File: config.mk
export PLATFORM = sky130hd
export DESIGN_NAME = synth_prog_ctrl
export DESIGN_NICKNAME = d
export VERILOG_FILES = /design/src/rtl/synth_prog_pkg.sv /design/src/rtl/sp_sync.sv /design/src/rtl/sp_shifter.sv /design/src/rtl/sp_latch_bank.sv /design/src/rtl/synth_prog_ctrl.sv
export SDC_FILE = /design/constraint.sdc
export NUM_CORES = 1
export LEC_CHECK = 0
export ABC_CLOCK_PERIOD_IN_PS = 2100
export BUFFER_PORTS_ARGS = -buffer_cell sky130_fd_sc_hd__buf_2
export CAP_MARGIN = 20
export CORE_ASPECT_RATIO = 0.8
export CORE_MARGIN = 2
export CORE_UTILIZATION = 40
export CTS_BUF_LIST = sky130_fd_sc_hd__clkbuf_8 sky130_fd_sc_hd__clkbuf_16
export CTS_CLUSTER_SIZE = 8
export DETAILED_ROUTE_END_ITERATION = 8
export GPL_ROUTABILITY_DRIVEN = 0
export SYNTH_ARGS = -nofsm -noshare
export SYNTH_HDL_FRONTEND = slang
export SYNTH_SLANG_ARGS = --single-unit
File: constraint.sdc
create_clock -name clk_i -period 2.1 [get_ports clk_i]
set_input_delay 0.42 -clock clk_i [delete_from_list [all_inputs] [get_ports clk_i]]
set_output_delay 0.42 -clock clk_i [all_outputs]
set_load 0.02 [all_outputs]
File: src/rtl/synth_prog_pkg.sv
package synth_prog_pkg;
  // {C1,C2} == word[1:0]
  typedef enum logic [1:0] {
    DST_R    = 2'b00,
    DST_F    = 2'b01,
    DST_N    = 2'b10,
    DST_INIT = 2'b11
  } dest_e;

  localparam int unsigned F_HOLD_BIT = 1;
  localparam int unsigned F_PD_A_BIT = 2;
  localparam int unsigned F_PD_B_BIT = 18;
endpackage

File: src/rtl/sp_sync.sv
module sp_sync #(
  parameter int unsigned W      = 1,
  parameter int unsigned STAGES = 2
) (
  input  logic         clk_i,
  input  logic         rst_ni,
  input  logic [W-1:0] d_i,
  output logic [W-1:0] q_o
);
  logic [W-1:0] st [STAGES];

  always_ff @(posedge clk_i or negedge rst_ni)
    if (!rst_ni) st[0] <= '0;
    else         st[0] <= d_i;

  for (genvar i = 1; i < STAGES; i++) begin : g_stage
    always_ff @(posedge clk_i or negedge rst_ni)
      if (!rst_ni) st[i] <= '0;
      else         st[i] <= st[i-1];
  end

  assign q_o = st[STAGES-1];
endmodule

File: src/rtl/sp_shifter.sv
module sp_shifter #(
  parameter int unsigned WORD_W = 21
) (
  input  logic              clk_i,
  input  logic              rst_ni,
  input  logic              shift_i,
  input  logic              bit_i,
  output logic [WORD_W-1:0] word_o
);
  logic [WORD_W-1:0] word_q;

  always_ff @(posedge clk_i or negedge rst_ni)
    if (!rst_ni)      word_q <= '0;
    else if (shift_i) word_q <= {word_q[WORD_W-2:0], bit_i};

  assign word_o = word_q;

  // the word moves only on a detected serial clock edge
  a_r1_shift_only_on_edge: assert property (@(posedge clk_i) disable iff (!rst_ni)
    !shift_i |=> $stable(word_q));
endmodule

File: src/rtl/sp_latch_bank.sv
module sp_latch_bank
  import synth_prog_pkg::*;
#(
  parameter int unsigned WORD_W = 21,
  parameter int unsigned R_W    = 14,
  localparam int unsigned DATA_W = WORD_W - 2
) (
  input  logic              clk_i,
  input  logic              rst_ni,
  input  logic              load_i,
  input  logic [WORD_W-1:0] word_i,
  input  logic              chip_en_i,
  output logic [R_W-1:0]    r_o,
  output logic [DATA_W-1:0] n_o,
  output logic [DATA_W-1:0] f_o,
  output logic              pulse_o,
  output logic              pd_o
);
  dest_e             dest;
  logic [DATA_W-1:0] field;
  logic [R_W-1:0]    r_q;
  logic [DATA_W-1:0] n_q, f_q, f_next;
  logic              armed_q, pulse_q, pd_q;
  logic              fire, f_wr;

  assign dest  = dest_e'(word_i[1:0]);
  assign field = word_i[WORD_W-1:2];
  assign f_wr  = load_i && (dest == DST_F || dest == DST_INIT);
  assign f_next = f_wr ? field : f_q;
  assign fire  = load_i && (dest == DST_INIT || (dest == DST_N && armed_q));

  always_ff @(posedge clk_i or negedge rst_ni)
    if (!rst_ni) begin
      r_q     <= '0;
      n_q     <= '0;
      f_q     <= '0;
      armed_q <= 1'b0;
    end else if (load_i) begin
      unique case (dest)
        DST_R:    r_q <= field[R_W-1:0];
        DST_N:    begin n_q <= field; armed_q <= 1'b0; end
        DST_F:    f_q <= field;
        DST_INIT: begin f_q <= field; armed_q <= 1'b1; end
      endcase
    end

  // pulse and powerdown see the function bits in force after this load
  always_ff @(posedge clk_i or negedge rst_ni)
    if (!rst_ni) begin
      pulse_q <= 1'b0;
      pd_q    <= 1'b0;
    end else begin
      pulse_q <= fire;
      pd_q    <= fire && chip_en_i && f_next[F_PD_A_BIT] && f_next[F_PD_B_BIT];
    end

  assign r_o     = r_q;
  assign n_o     = n_q;
  assign f_o     = f_q;
  assign pulse_o = pulse_q;
  assign pd_o    = pd_q;

  a_r4_latches_hold: assert property (@(posedge clk_i) disable iff (!rst_ni)
    !load_i |=> ($stable(r_q) && $stable(n_q) && $stable(f_q)));

  a_r6_pulse_one_cycle: assert property (@(posedge clk_i) disable iff (!rst_ni)
    pulse_q |=> !pulse_q);

  a_r6_unarmed_n_silent: assert property (@(posedge clk_i) disable iff (!rst_ni)
    (load_i && dest == DST_N && !armed_q) |=> !pulse_q);

  a_r8_pd_needs_pulse: assert property (@(posedge clk_i) disable iff (!rst_ni)
    pd_q |-> (pulse_q && f_q[F_PD_A_BIT] && f_q[F_PD_B_BIT] && $past(chip_en_i)));
endmodule

File: src/rtl/synth_prog_ctrl.sv
module synth_prog_ctrl
  import synth_prog_pkg::*;
#(
  parameter int unsigned WORD_W      = 21,
  parameter int unsigned R_W         = 14,
  parameter int unsigned SYNC_STAGES = 2,
  localparam int unsigned DATA_W = WORD_W - 2
) (
  input  logic              clk_i,
  input  logic              rst_ni,
  input  logic              ser_clk_i,
  input  logic              ser_data_i,
  input  logic              ser_le_i,
  input  logic              chip_en_i,
  output logic [R_W-1:0]    r_div_o,
  output logic [DATA_W-1:0] n_div_o,
  output logic [DATA_W-1:0] func_o,
  output logic              rst_pulse_o,
  output logic              cnt_hold_o,
  output logic              cp_tristate_o,
  output logic              pwrdn_trig_o
);
  logic [2:0]        pins_s;
  logic              sclk_prev, le_prev;
  logic              shift, load;
  logic [WORD_W-1:0] word;
  logic [DATA_W-1:0] f;
  logic              pulse;

  sp_sync #(.W(3), .STAGES(SYNC_STAGES)) u_sync (
    .clk_i (clk_i),
    .rst_ni(rst_ni),
    .d_i   ({ser_le_i, ser_data_i, ser_clk_i}),
    .q_o   (pins_s)
  );

  always_ff @(posedge clk_i or negedge rst_ni)
    if (!rst_ni) begin
      sclk_prev <= 1'b0;
      le_prev   <= 1'b0;
    end else begin
      sclk_prev <= pins_s[0];
      le_prev   <= pins_s[2];
    end

  assign shift = pins_s[0] && !sclk_prev;
  assign load  = pins_s[2] && !le_prev;

  sp_shifter #(.WORD_W(WORD_W)) u_shift (
    .clk_i  (clk_i),
    .rst_ni (rst_ni),
    .shift_i(shift),
    .bit_i  (pins_s[1]),
    .word_o (word)
  );

  sp_latch_bank #(.WORD_W(WORD_W), .R_W(R_W)) u_bank (
    .clk_i    (clk_i),
    .rst_ni   (rst_ni),
    .load_i   (load),
    .word_i   (word),
    .chip_en_i(chip_en_i),
    .r_o      (r_div_o),
    .n_o      (n_div_o),
    .f_o      (f),
    .pulse_o  (pulse),
    .pd_o     (pwrdn_trig_o)
  );

  assign func_o        = f;
  assign rst_pulse_o   = pulse;
  assign cnt_hold_o    = pulse || f[F_HOLD_BIT];
  assign cp_tristate_o = pulse || f[F_HOLD_BIT];

  a_r7_pulse_holds: assert property (@(posedge clk_i) disable iff (!rst_ni)
    rst_pulse_o |-> (cnt_hold_o && cp_tristate_o));

  a_r9_bit1_no_pd: assert property (@(posedge clk_i) disable iff (!rst_ni)
    (func_o[F_HOLD_BIT] && !rst_pulse_o) |-> (cnt_hold_o && !pwrdn_trig_o));
endmodule

Word-level counts from Yosys, hierarchy flattened

Cells that the tools add are included.

Equal/unequal tests: 3
Multiplexer cells: 2
Reduce and logical (&&, ||, !) cells: 20

Operator list:

| operator           | number |
|---|---|
| $mux 19            | 1 |
| $logic_and 1x1->1  | 8 |
| $reduce_and 2->1   | 4 |
| $eq 2x2->1 const B | 2 |
| $logic_or 1x1->1   | 3 |
| $eq 2x1->1 const B | 1 |
| $logic_not 1->1    | 2 |
| $logic_not 2->1    | 1 |
| $pmux 1 s2         | 1 |
| $reduce_bool 2->1  | 1 |
| $reduce_or 2->1    | 1 |

Word-level logic and storage cells: 36
Output and inout port bits: 56
Register bits after elaboration: 84
Input port bits: 6

Longest topological paths before layout

Word-level depth: 7
Mapped depth: 4

Cells and area by module

A second synthesis with hierarchy kept.

Cells, all modules: 182
Area, all modules: 3,210.6 µm²

Modules (own cells, without submodules):

| module          | instances | cells an instance | area an instance (µm²) |
|---|---|---|---|
| sp_latch_bank   | 1         | 123               | 2,102.0 |
| sp_shifter      | 1         | 44                | 859.6 |
| sp_sync         | 1         | 9                 | 172.7 |
| synth_prog_ctrl | 1         | 6                 | 76.3 |

Worst setup path after synthesis

Ideal clock, no wire load.

Path type: reg-to-reg
From: register u_shift.word_q[0] (netlist: u_shift.word_o[0])
To: register u_bank.r_q[10] (netlist: u_bank.r_o[10])
Clock period less this slack: 1.469 ns
Data required time: 1.975 ns
Data arrival time: 1.344 ns
Path slack: 0.631 ns
Setup time: 0.125 ns
Stages on the path, launching flop included: 4
Path through: dfrtp_1 -> nor4b_4 -> buf_6 -> mux2_2

Word-level cells in the longest chain between the ends: 2

Ends and longest elaborated chain:

| element                           | line                | RTL |
|---|---|---|
| start, declared                   | sp_shifter.sv:10    | `logic [WORD_W-1:0] word_q;` |
| start signal, assigned            | sp_shifter.sv:14    | `else if (shift_i) word_q <= {word_q[WORD_W-2:0], bit_i};` |
| $logic_not 2->1                   | sp_latch_bank.sv:39 | `unique case (dest)` |
| $reduce_and 2->1 (no source line) | n/a                 |  |
| end signal, assigned              | sp_latch_bank.sv:40 | `DST_R: r_q <= field[R_W-1:0];` |
| end, declared                     | sp_latch_bank.sv:21 | `logic [R_W-1:0] r_q;` |

No other way between the ends.
A chain may end at the register's enable or synchronous reset.

Worst setup path in the final report

From: register u_shift.word_q[0] (netlist: u_shift.word_o[0])
To: register u_bank.r_q[2] (netlist: u_bank.r_o[2])

The elaborated chain is that of the path after synthesis.

==> flow_summary.yaml <==
clock_tree:
  cts_tree: "done"
  insertion_delay_ps: 340
  path_clk_slew_ps: 80
  root_buffer: "clkbuf_8"
  htreeDepth: 3
  cts_sinks: 84
  post_cts_buffers: 0
  cts_buffers: 9
  clockBufferDepth: 2
drt:
  wl_mm: 5.33
  route.detailed.drc: 0
  routedWlPerCell_um: 14.8
  first_pass_iters: 4
  drtIter0Drc: 54
  via_per_inst: 4.65
  num_vias: 1671
  antenna_left: 0
timing:
  min_period_ps: 1620
  tightestPinTransition_ps: 445
  slew_headroom_pct: 70.2
  setup_tns_ps: 0
  hold_viol: 0
  slew_viol_final: 0
  finClkSkew_ps: 9.21
  max_freq_mhz: 619
  fin_crit_sh_pct: 76.9
  rsz0062_at_grt: "false"
  final-setup-viol-count: 0
synthesis:
  synth_seq_cells: 84
  syn-cell-area_um2: 3140
  avgSynthCellArea_um2: 17.6
  yosysWarnings: 0
  synthesis.instances: 178
  synth_top_area_share_pct: 67.0
  synth_top_area_cell: "dfrtp_1"
  synth_area_leaders: "dfrtp_1 67%, mux2_2 23%, mux2_4 4.8%, nor4b_4 0.76%, buf_6 0.72%"
  synth.distinct_cells: 16
  yosysSeqAreaShare_pct: 67.0
  synth_nets: 184
critical_path:
  arrival_ps: 1840
  criticalPathCategory: "reg -> reg"
  cp_slowest_cell: "nor4b_4"
  critPathCaptureType: "register"
  startpoint_type: "register"
  path_cells: "nor4b_4 -> buf_12 -> mux2_2"
  critPathMaxStageDelay_ps: 500
  cp_max_fo: 11
  cp.required_ps: 2320
global_route:
  grt_pass1_wl_mm: 9.11
  grt_max_degree: 37
  grt_pass1_vias: 1749
  antenna_found_initial: 0
  gr-total-overflow: 0
  track_usage_pct: 13.9
die:
  start_util_pct: 41.9
  core_area_um2: 7500
  die_x_um: 103
  pin_count: 62
  chipHeight_um: 83.2
  std_cell_rows: 28
  dieArea_um2: 8570
flow_run:
  maxCapViolations: 0
power_and_ir_drop:
  leakage_nw: 1.95
  ir_worst_vdd_mv: 0.500
  power_density_nw_per_um2: 1310
  power_mw: 4.97
placement:
  dpl.hpwl_mm: 3.67
  io_buffers: 61
finish:
  drive_gt1_share_pct: 63.0
  final_core_util_pct: 50.7
  fin_nets: 256
  syn2layout_area_growth_pct: 21.1
  n_antenna_cell: 0
worst_hold_path:
  hold_class: "in -> reg"
status:
  status: "completed"
## cell usage in the layout, fill, tap and decap left out
cell type      synthesis  final
and3_1                 1      1
and4bb_1               1      1
buf_12                 1      3
buf_2                  4     60
buf_4                  1      5
bufinv_16              0      1
clkbuf_8               0     10
clkinv_2               0      3
clkinvlp_4             0      1
dfrtp_1               84     84
dlygate4sd3_1          0      1
mux2_2                64     64
mux2_4                10     10
mux2i_1                1      1
nand2_1                2      2
nand3b_1               2      2
nor2_1                 2      2
nor2b_2                0      1
nor4b_4                1      1
or2_2                  1      1
## report_power, final
group          switching (mW)  internal, mW  total [mW]  leakage, nW
combinational           0.761         0.669        1.43        0.761
clock                   0.530         0.569        1.10       0.0979
sequential              0.345          2.10        2.44         1.09
## final timing paths
kind	from	to	slack, ps	depth (start not counted)
worst max-delay path	u_shift.word_o[0]$_DFFE_PN0P_	u_bank.r_o[2]$_DFFE_PN0P_	480	3
worst min-delay path	ser_data_i	u_sync.st[4]$_DFF_PN0_	180	1
worst max register to register	u_shift.word_o[0]$_DFFE_PN0P_	u_bank.r_o[2]$_DFFE_PN0P_	480	3
worst min register to register	u_sync.st[4]$_DFF_PN0_	u_sync.q_o[1]$_DFF_PN0_	350	0
max in group asynchronous	rst_ni	u_bank.n_o[16]$_DFFE_PN0P_	940	3
min in group asynchronous	rst_ni	u_bank.f_o[16]$_DFFE_PN0N_	510	2
## area by class of cell
cell class	instances	area, µm²
Tap cell	105	131
Timing Repair Buffer	69	408
Sequential cell	84	2100
Clock buffer	10	138
Fill cell	668	3700
Multi-Input combinational cell	86	968
Clock inverter	5	52.6
## layer usage
layer | wire [µm] | vias up | global-route usage [%]
met5 | 0 | - | 0
met4 | 46 | 0 | 2.87
met3 | 268 | 4 | 5.72
met2 | 2430 | 36 | 19.4
met1 | 2580 | 864 | 20.4
li1 | - | 767 | -
## flip-flops by register name, summed over array words and instances (netlist names), 3 cells and up
signal,cells
u_shift.word_o,21
u_bank.f_o,19
u_bank.n_o,19
u_bank.r_o,14
u_sync.q_o,3
u_sync.st,3
## critical path: cells and delay by family (launching register included)
kind	cells	cell delay [ps]
AND/OR/NAND/NOR	1	500
buffers and inverters	1	200
flip-flops	1	460
multiplexers	1	330
## metrics by stage
stage / setup slack (ps) / hold WS, ps / instances / area, µm²
floorplan: 631 / 124 / 178 / 3140
global placement: 535 / 333 / 343 / 3600
detailed placement: 489 / 336 / 343 / 3600
CTS: 464 / 160 / 359 / 3800
global route: 422 / 144 / 359 / 3800
finish: 485 / 176 / 359 / 3800
## cell families (layout without fill, tap and decap cells)
logic type | after synthesis | in the layout | share of synthesized area, %
buffers and inverters | 8 | 84 | 2.23
DFF | 84 | 84 | 67.0
muxes | 75 | 75 | 28.1
and+or+nand+nor | 11 | 11 | 2.71
## cell usage after synthesis
cell	n
buf_4	1
and3_1	1
and4bb_1	1
mux2_4	10
buf_12	1
nor4b_4	1
nor2b_1	1
mux2i_1	1
nor2_1	2
buf_6	2
nand3b_1	2
or2_2	1
mux2_2	64
buf_2	4
dfrtp_1	84
nand2_1	2
## timing repair
action | 4_1_cts | 5_1_grt
resized for setup | 0 | 0
endpoints found under the hold margin | 23 | 0
endpoints found under the setup margin | 0 | 0
hold buffers | 1 | 0
No activity file was read; power rests on OpenSTA's default activity.
